===== src/rtl/rfs_pkg.sv =====
package rfs_pkg;

    // Width needed to index n rows (at least one bit).
    function automatic int unsigned row_bits(input int unsigned n);
        return (n <= 1) ? 1 : $clog2(n);
    endfunction

    // Width of a counter that must hold the value n.
    function automatic int unsigned count_bits(input int unsigned n);
        return (n < 1) ? 1 : $clog2(n + 1);
    endfunction

    // Per-cycle arbitration outcome.
    typedef struct packed {
        logic cpu;   // processor slot granted
        logic refr;  // explicit refresh slot granted
        logic skip;  // owed refresh retired without a slot (row already opened)
    } arb_t;

endpackage


===== src/rtl/rfs_tick_gen.sv =====
module rfs_tick_gen #(
    parameter int unsigned TICK_CYCLES = 1950
) (
    input  logic clk,
    input  logic rst,
    output logic tick
);
    localparam int unsigned TW = (TICK_CYCLES <= 2) ? 1 : $clog2(TICK_CYCLES);
    localparam logic [TW-1:0] TOP = TW'(TICK_CYCLES - 1);

    logic [TW-1:0] cnt;

    always_ff @(posedge clk) begin
        if (rst) begin
            cnt <= '0;
        end else if (cnt == TOP) begin
            cnt <= '0;
        end else begin
            cnt <= cnt + 1'b1;
        end
    end

    assign tick = (cnt == TOP);
endmodule


===== src/rtl/rfs_debt_ctr.sv =====
module rfs_debt_ctr
    import rfs_pkg::*;
#(
    parameter int unsigned PEND_LIMIT = 4
) (
    input  logic clk,
    input  logic rst,
    input  logic tick,
    input  logic retire,
    output logic owed,
    output logic overflow
);
    localparam int unsigned CW = count_bits(PEND_LIMIT);
    localparam logic [CW-1:0] FULL = CW'(PEND_LIMIT);

    logic [CW-1:0] debt;
    logic          ovf_q;

    always_ff @(posedge clk) begin
        if (rst) begin
            debt  <= '0;
            ovf_q <= 1'b0;
        end else begin
            unique case ({tick, retire})
                2'b10: begin
                    if (debt == FULL) begin
                        ovf_q <= 1'b1;
                    end else begin
                        debt <= debt + 1'b1;
                    end
                end
                2'b01:   debt <= debt - 1'b1;
                default: debt <= debt;
            endcase
        end
    end

    assign owed     = (debt != '0);
    assign overflow = ovf_q;
endmodule


===== src/rtl/rfs_row_walker.sv =====
module rfs_row_walker
    import rfs_pkg::*;
#(
    parameter int unsigned NUM_ROWS  = 256,
    parameter bit          ROW_TRACK = 1'b1,
    localparam int unsigned ROW_W    = row_bits(NUM_ROWS)
) (
    input  logic             clk,
    input  logic             rst,
    input  logic             skip_en,
    input  logic             mark_vld,
    input  logic [ROW_W-1:0] mark_row,
    input  logic             advance,
    output logic [ROW_W-1:0] row,
    output logic             row_marked
);
    localparam logic [ROW_W-1:0] LAST_ROW = ROW_W'(NUM_ROWS - 1);

    logic [ROW_W-1:0] ptr;
    logic             wrap;

    assign wrap = advance && (ptr == LAST_ROW);

    always_ff @(posedge clk) begin
        if (rst) begin
            ptr <= '0;
        end else if (advance) begin
            ptr <= wrap ? '0 : ptr + 1'b1;
        end
    end

    assign row = ptr;

    generate
        if (ROW_TRACK) begin : g_track
            logic [NUM_ROWS-1:0] opened;

            always_ff @(posedge clk) begin
                if (rst) begin
                    opened <= '0;
                end else begin
                    for (int i = 0; i < NUM_ROWS; i++) begin
                        if (mark_vld && (mark_row == ROW_W'(i))) begin
                            opened[i] <= 1'b1;
                        end else if (wrap) begin
                            opened[i] <= 1'b0;
                        end
                    end
                end
            end

            assign row_marked = skip_en && opened[ptr];
        end else begin : g_plain
            logic unused_track;
            assign unused_track = ^{skip_en, mark_vld, mark_row};
            assign row_marked   = 1'b0;
        end
    endgenerate
endmodule


===== src/rtl/rfs_arbiter.sv =====
module rfs_arbiter
    import rfs_pkg::*;
(
    input  logic clk,
    input  logic rst,
    input  logic cpu_req,
    input  logic ctrl_idle,
    input  logic owed,
    input  logic row_marked,
    output arb_t arb
);
    logic ref_first;
    logic need_ref;

    assign need_ref = owed && !row_marked;

    always_comb begin
        arb      = '0;
        arb.skip = owed && row_marked;
        if (ctrl_idle) begin
            if (need_ref && (ref_first || !cpu_req)) begin
                arb.refr = 1'b1;
            end else if (cpu_req) begin
                arb.cpu = 1'b1;
            end
        end
    end

    always_ff @(posedge clk) begin
        if (rst) begin
            ref_first <= 1'b0;
        end else if (arb.refr || arb.skip || !owed) begin
            ref_first <= 1'b0;
        end else if (arb.cpu && need_ref) begin
            ref_first <= 1'b1;
        end
    end
endmodule


===== src/rtl/rfs_scheduler.sv =====
module rfs_scheduler
    import rfs_pkg::*;
#(
    parameter int unsigned TICK_CYCLES = 1950,
    parameter int unsigned NUM_ROWS    = 256,
    parameter int unsigned PEND_LIMIT  = 4,
    parameter bit          ROW_TRACK   = 1'b1,
    localparam int unsigned ROW_W      = row_bits(NUM_ROWS)
) (
    input  logic             clk,
    input  logic             rst,
    input  logic             cpu_req,
    input  logic [ROW_W-1:0] cpu_row,
    input  logic             ctrl_idle,
    input  logic             skip_en,
    output logic             cpu_gnt,
    output logic             ref_gnt,
    output logic [ROW_W-1:0] ref_row,
    output logic             overflow
);
    logic tick;
    logic refresh_owed;
    logic row_marked;
    arb_t arb;

    rfs_tick_gen #(.TICK_CYCLES(TICK_CYCLES)) u_tick (
        .clk  (clk),
        .rst  (rst),
        .tick (tick)
    );

    rfs_debt_ctr #(.PEND_LIMIT(PEND_LIMIT)) u_debt (
        .clk      (clk),
        .rst      (rst),
        .tick     (tick),
        .retire   (arb.refr || arb.skip),
        .owed     (refresh_owed),
        .overflow (overflow)
    );

    rfs_row_walker #(.NUM_ROWS(NUM_ROWS), .ROW_TRACK(ROW_TRACK)) u_rows (
        .clk        (clk),
        .rst        (rst),
        .skip_en    (skip_en),
        .mark_vld   (arb.cpu),
        .mark_row   (cpu_row),
        .advance    (arb.refr || arb.skip),
        .row        (ref_row),
        .row_marked (row_marked)
    );

    rfs_arbiter u_arb (
        .clk        (clk),
        .rst        (rst),
        .cpu_req    (cpu_req),
        .ctrl_idle  (ctrl_idle),
        .owed       (refresh_owed),
        .row_marked (row_marked),
        .arb        (arb)
    );

    assign cpu_gnt = arb.cpu;
    assign ref_gnt = arb.refr;
endmodule


===== config.mk =====
export PLATFORM = sky130hd
export DESIGN_NAME = rfs_scheduler
export DESIGN_NICKNAME = d
export VERILOG_FILES = /design/src/rtl/rfs_pkg.sv /design/src/rtl/rfs_tick_gen.sv /design/src/rtl/rfs_debt_ctr.sv /design/src/rtl/rfs_row_walker.sv /design/src/rtl/rfs_arbiter.sv /design/src/rtl/rfs_scheduler.sv
export SDC_FILE = /design/constraint.sdc
export NUM_CORES = 1
export LEC_CHECK = 0
export ABC_AREA = 0
export BUFFER_PORTS_ARGS = -buffer_cell sky130_fd_sc_hd__buf_2
export CAP_MARGIN = 20
export CELL_PAD_IN_SITES_DETAIL_PLACEMENT = 1
export CELL_PAD_IN_SITES_GLOBAL_PLACEMENT = 2
export CORE_MARGIN = 2
export CORE_UTILIZATION = 25
export CTS_BUF_LIST = sky130_fd_sc_hd__clkbuf_8
export CTS_CLUSTER_SIZE = 12
export DETAILED_ROUTE_END_ITERATION = 6
export PLACE_DENSITY = 0.59
export SYNTH_ARGS = -nofsm -noshare
export SYNTH_HDL_FRONTEND = slang
export SYNTH_SLANG_ARGS = --single-unit

===== constraint.sdc =====
create_clock -name clk -period 3.85 [get_ports clk]
set_input_delay 0.77 -clock clk [delete_from_list [all_inputs] [get_ports clk]]
set_output_delay 0.77 -clock clk [all_outputs]
set_load 0.01 [all_outputs]

# --- After elaboration in Yosys (flattened, before gate mapping) ---
# Cells that the tools add are included.
op_classes:
  eq_ne: 261
  addsub: 4
  reduce_logical: 531
  magnitude_cmp: 1
  muxes: 266
op_table:
  columns: ["op", "count"]
  rows:
  - ["== test 8 bit (second input constant)", 129]
  - ["nonzero test 2 bit", 257]
  - ["== test 8 x 7 -> 1 bit (second input constant)", 64]
  - ["logical AND 1 bit", 262]
  - ["two-way mux 1 bit", 261]
  - ["== test 8 x 6 -> 1 bit (second input constant)", 32]
  - ["== test 8 x 5 -> 1 bit (second input constant)", 16]
  - ["== test 8 x 4 -> 1 bit (second input constant)", 8]
  - ["== test 8 x 3 -> 1 bit (second input constant)", 4]
  - ["== test 8 x 2 -> 1 bit (second input constant)", 2]
  - ["adder 11 x 1 -> 11 bit (second input constant)", 1]
  - ["== test 11 bit (second input constant)", 1]
  - ["< comparator 8 x 9 -> 1 bit (second input constant)", 1]
  - ["adder 8 x 1 -> 8 bit (second input constant)", 1]
  - ["binary-select mux 1 bit (select 8 bit)", 1]
  - ["== test 8 x 1 -> 1 bit (second input constant)", 1]
  - ["logical NOT 8 bit", 1]
  - ["two-way mux 8 bit", 1]
  - ["one-hot mux 3 bit (2 select lines)", 1]
  - ["AND reduction 2 bit", 2]
  - ["OR reduction 2 bit", 2]
  - ["adder 3 x 1 -> 3 bit (second input constant)", 1]
  - ["== test 3 bit (second input constant)", 1]
  - ["logical NOT 1 bit", 3]
  - ["other kinds (8)", 10]
totals:
  reg_bits: 280
  wordCells: 1324
  input_bits: 13
  output_inout_bits: 11

# --- Logic depth before layout (Yosys ltp) ---
logic_depth:
  depth_word: 12
  ltp_mapped: 17
  mapped_depth_nobuf: 12

# --- Hierarchy ---
# Synthesis repeated with hierarchy kept, for this count alone.
unflattened:
  hier_cells: 1224
  hier_area_um2: 11496.0
modules_own_cells:
  columns: ["module", "cells_per_inst", "n_inst", "seq_area_each_um2", "area_each_um2"]
  rows:
  - ["rfs_row_walker", 1127, 1, 5285.1, 10659.0]
  - ["rfs_tick_gen", 55, 1, 220.2, 501.7]
  - ["rfs_debt_ctr", 30, 1, 80.1, 242.7]
  - ["rfs_arbiter", 11, 1, 20.0, 86.3]
  - ["rfs_scheduler", 1, 1, 0.0, 6.3]

# --- Worst setup path before layout ---
# No wires, ideal clock.
synth_path:
  path_kind: "register -> register"
  startpoint: "register u_rows.ptr[0] (netlist: u_rows.row[0])"
  endpoint: "register u_debt.debt[2]"
  stages_incl_launch_ff: 17
  arrival_time_ns: 3.780
  setup_time_ns: 0.123
  path_buffers: 4
  slack_ns: -0.053
  synth_period_minus_slack_ns: 3.903
  required_time_ns: 3.727
  cell_sequence: "dfxtp_1 > buf_4 > buf_8 > buf_6 > and2b_1 > a221oi_1 > a221oi_1 > o311ai_1 > a311oi_2 > a221oi_4 > nor2_1 > buf_2 > nand2_1 > fa_1 > or3_1 > mux2i_1 > mux2_1"
synth_via:
  elab_chain_cells: 12
  word_cells_on_any_way: 16
  classes_between: "3 x eq/ne; 5 x mux; 8 x reduce/logical"
synth_rtl:
  columns: ["element", "line", "source"]
  rows:
  - ["start, declared", "rfs_row_walker.sv:19", "logic [ROW_W-1:0] ptr;"]
  - ["start signal, assigned", "rfs_row_walker.sv:28", "ptr <= wrap ? '0 : ptr + 1'b1;"]
  - ["binary-select mux 1 bit (select 8 bit) (*)", "rfs_row_walker.sv:52", "assign row_marked = skip_en && opened[ptr];"]
  - ["two-way mux 1 bit (implied by the code) (*)", "rfs_row_walker.sv:52", null]
  - ["logical AND 1 bit (*)", "rfs_row_walker.sv:52", null]
  - ["logical NOT 1 bit", "rfs_arbiter.sv:15", "assign need_ref = owed && !row_marked;"]
  - ["logical AND 1 bit", "rfs_arbiter.sv:15", null]
  - ["logical AND 1 bit", "rfs_arbiter.sv:21", "if (need_ref && (ref_first || !cpu_req)) begin"]
  - ["two-way mux 1 bit", "rfs_arbiter.sv:21", null]
  - ["two-way mux 2 bit", "rfs_arbiter.sv:20", "if (ctrl_idle) begin"]
  - ["logical OR 1 bit (*)", "rfs_scheduler.sv:36", ".retire (arb.refr || arb.skip),"]
  - ["== test 2 bit or == test 2 x 1 -> 1 bit (tied branches)", "rfs_debt_ctr.sv:24", "unique case ({tick, retire})"]
  - ["inequality test 2 bit (no line) or nonzero test 2 bit (tied branches)", null, null]
  - ["AND reduction 2 bit (no line)", null, null]
  - ["end signal, assigned", "rfs_debt_ctr.sv:29", "debt <= debt + 1'b1;"]
  - ["end signal, assigned", "rfs_debt_ctr.sv:32", "2'b01: debt <= debt - 1'b1;"]
  - ["end signal, assigned", "rfs_debt_ctr.sv:33", "default: debt <= debt;"]
  - ["end, declared", "rfs_debt_ctr.sv:16", "logic [CW-1:0] debt;"]
# Mark *: on every way between the ends. The rest lies on a longest branch, timed or not. The select of a mux whose other input is x is not followed.
# A chain may end at the register's enable or synchronous reset.

# --- Final worst setup path ---
layout_path:
  startpoint: "register u_rows.ptr[0] (netlist: u_rows.row[0])"
  endpoint: "output port cpu_gnt"
layout_via:
  elab_chain_cells: 8
layout_rtl:
  columns: ["element", "line", "source"]
  rows:
  - ["binary-select mux 1 bit (select 8 bit)", "rfs_row_walker.sv:52", null]
  - ["two-way mux 1 bit (implied by the code)", "rfs_row_walker.sv:52", null]
  - ["logical AND 1 bit", "rfs_row_walker.sv:52", null]
  - ["logical NOT 1 bit", "rfs_arbiter.sv:15", null]
  - ["logical AND 1 bit", "rfs_arbiter.sv:15", null]
  - ["logical AND 1 bit", "rfs_arbiter.sv:21", null]
  - ["two-way mux 1 bit", "rfs_arbiter.sv:21", null]
  - ["two-way mux 2 bit", "rfs_arbiter.sv:20", null]
  - ["end, declared", "rfs_scheduler.sv:16", "output logic cpu_gnt,"]
# Every way passes these cells. The select of a mux whose other input is x is not followed.

==> reports/summary.txt <==
vias: 9,320
WP data arrival: 3.46 ns
total CTS buffers: 51
Cell Chain, Critical Path: buf_8 -> buf_8 -> mux4_2 -> mux2i_2 -> nor2_2 -> o41ai_2 -> a31oi_2 -> buf_4 -> a22oi_2 -> buf_4 -> a31oi_4 -> buf_6
Top FF cell, synth: dfxtp_1
Worst Path Buf+Inv: 5
drt wl/cell: 23.0 microns
hold-fix buffer count after cts: 0
crit path max-delay cell type: mux4_2
max-slew violations: 0
Synth Cell Area: 11,900 sq um
syn avg cell area: 11.5 sq um
worst slew pin tran: 0.845 ns
outcome: finished with violations
Die H: 222 microns
endpoints failing setup: 2
#FFs+latches synth: 280
leakage: 0.00550 uW
syn nets: 1,055
Slew HR: 43.5%
CTS max path bufs: 3
MaxCap Viol Count: 0
R2R cell count: 17
Setup crit end kind: output port
Clock Latency Late Sink: 0.63 ns
CTS tree: yes
DP Area: 13,200 sq um
Crit path largest cell delay: 0.52 ns
hold path cells: 1
peak fanout along the critical path: 5
Peak VDD IR: 179 uV
FFs w/ async S/R, synth: 0%
antenna-violating nets left: 0
Port Buffers: 23
Layout area overhead: 25.2%
Overflow after GRT: 0
fillcell total: 5,199
commonest non-fill, non-tap cell in the layout: dfxtp_1
Hold Path End: u_rows.g_track.opened[113]
post-DP HPWL: 29.0 mm
Worst Hold Launch: u_rows.g_track.opened[113]
final worst setup slack: -0.378 ns
crit share post-route: 110%
vias in the first global route: 9,824
design area: 14,900 sq um
CTS clk-pin slew, worst paths: 0.06 ns
diode count: 0
# IOs: 24
pwr/cell area: 398 nW/um^2
Detailed Route WL: 41.6 mm
Seq/Total Area, Yosys: 47.1%
Clock Sinks: 280
Routability Congestion: 0.810
setup TNS: -0.734 ns
Yosys cell types: 67
initial antenna violation count: 0
Initial Utilization: 25.4%
max frequency: 237 MHz
critical path required time: 3.08 ns
Hold Crit Class: reg -> reg
CP Class: reg -> out
Reg-to-Reg Start: u_rows.row[0]
Gate Count Post-Synth: 1,038
Starting DRT DRC Count: 535
DRC Markers: 0
Syn. warnings: 0
Storage cell area: 5610 sq um
Reg-to-Reg End: u_debt.debt[2]
Avg Vias per Cell: 5.15
share of cells above drive strength 1: 28.6%
Post-synth EDFFs: 0
Pre-antenna DRT Iters: 5
Rows: 79
# nets final: 1,184
Crit path max-delay family: compound AO/OA/AOI/OAI gates
htree depth: 2
first-pass GRT wire length: 64.0 mm
Final min period: 4.23 ns
Multi-input gate area: 5860 sq um
largest net degree at the start of global routing: 66
core area: 46,800 sq um
DIE AREA: 49,300 sq um
reg2reg setup slack: 0.03 ns
commonest cells after routing, fill and taps aside: 277 x dfxtp_1, 225 x a22o_1, 104 x buf_4
unrepaired setup endpoints after global routing: true
Fin. Hold Viols: 0
clk root buf: clkbuf_8
skew final: 0.0283 ns
Total GRT Usage: 16.9%
CP startpoint kind: register
Die Wd: 222 microns
violated checks: setup timing
## timing repair
item / CTS / global route
endpoints found under the setup margin: 3 / 48
gates cloned: 1 / 0
gates resized for setup: 42 / 25
setup buffers: 27 / 9
pin swaps: 11 / 9
## stage by stage
stage                     hold slack [ns]  util, %  worst slack (ns)  instances  power [uW]
after global placement              0.441     28.3           0.00530       1690        3200
after CTS                           0.462     31.5            -0.355       1804        6010
final                               0.459     31.8            -0.378       1808        5920
after floorplan                     0.425        -            0.0261       1038        3110
after global routing                0.472     31.8            -0.486       1808        6150
after detailed placement            0.447     28.3           -0.0497       1690        3200
## area by class of cell
class	count	area share (%)
clock buffers	65	6.01
clock inverters	22	0.588
inverters	15	0.378
multi-input cells	650	39.3
flip-flops and latches	280	37.7
well taps	607	5.10
repair buffers	169	10.9
## worst max path at each step
stage	start	end	slack, ns	cells after the start
2_1_floorplan	u_rows.row[1]	u_debt.debt[2]	0.03	16
3_3_place_gp	u_rows.row[0]	u_debt.debt[2]	0.005	14
3_5_place_dp	u_rows.row[0]	u_debt.debt[2]	-0.05	14
4_1_cts	u_rows.row[1]	ref_gnt	-0.36	11
5_1_grt	u_rows.row[0]	cpu_gnt	-0.49	12
6_report	u_rows.row[0]	cpu_gnt	-0.38	12
## registers in the layout, indices dropped and copies added (netlist names)
name                   count
u_tick.cnt                11
u_debt.overflow            1
u_arb.ref_first            1
u_rows.row                 8
u_rows.g_track.opened    256
u_debt.debt                3
## worst register-to-register path: stages, from the launching register on
cell and delay [ns]:
dfxtp_4 0.37, buf_8 0.14, buf_4 0.14, nor2_2 0.20, a221oi_1 0.11, buf_4 0.15, a221oi_2 0.28, o311ai_2 0.15
buf_4 0.18, a311oi_4 0.28, buf_4 0.19, a221oi_4 0.08, nor2_2 0.11, nand2_1 0.08, fa_1 0.39, or3_1 0.37
mux2i_1 0.16, mux2_1 0.33
## cells in the mapped netlist, drive strengths merged, types with 8 or more instances
cell type  count  share of area [%]
and2          11               0.58
a31oi          8               0.42
clkbuf        32                1.0
nand3         17               0.72
and3          14               0.74
mux4          44                8.3
mux2i         40                3.4
buf           61                4.5
inv           15               0.47
nor2b         12               0.63
a32o          18                1.5
dfxtp        280                 47
mux2          13                1.2
nand2         40                1.3
nor2          79                2.7
nor3          13               0.73
o2bb2ai       18                1.3
a22o         225                 17
## power breakdown
part / leakage, uW / internal, uW / switching, uW / total [uW]
registers: 0.00226 / 2900 / 5.17 / 2910
logic: 0.00266 / 70.8 / 166 / 237
clock network: 0.000579 / 1500 / 1280 / 2770
total: 0.00550 / 4470 / 1450 / 5920
## layer usage
layer,vias to the layer above,part of all wire (%),track usage (%)
met2,180,45,26.0
met5,-,0,0
li1,4271,-,-
met4,0,2.4,5.17
met3,69,3.9,2.65
met1,4800,49,24.2
## cells by family (layout without fill, tap and decap cells)
group	Yosys count	count (layout)	synth area share, %
adder cells (fa/ha/maj)	4	4	0.484
flip-flops	280	280	47.1
AND/OR/NAND/NOR	214	214	9.00
XOR/XNOR	12	12	0.884
multiplexers	97	97	12.9
buffers and inverters	108	271	6.03
AO/OA/AOI/OAI	323	323	23.5
Power figures use the tool's default switching activity.
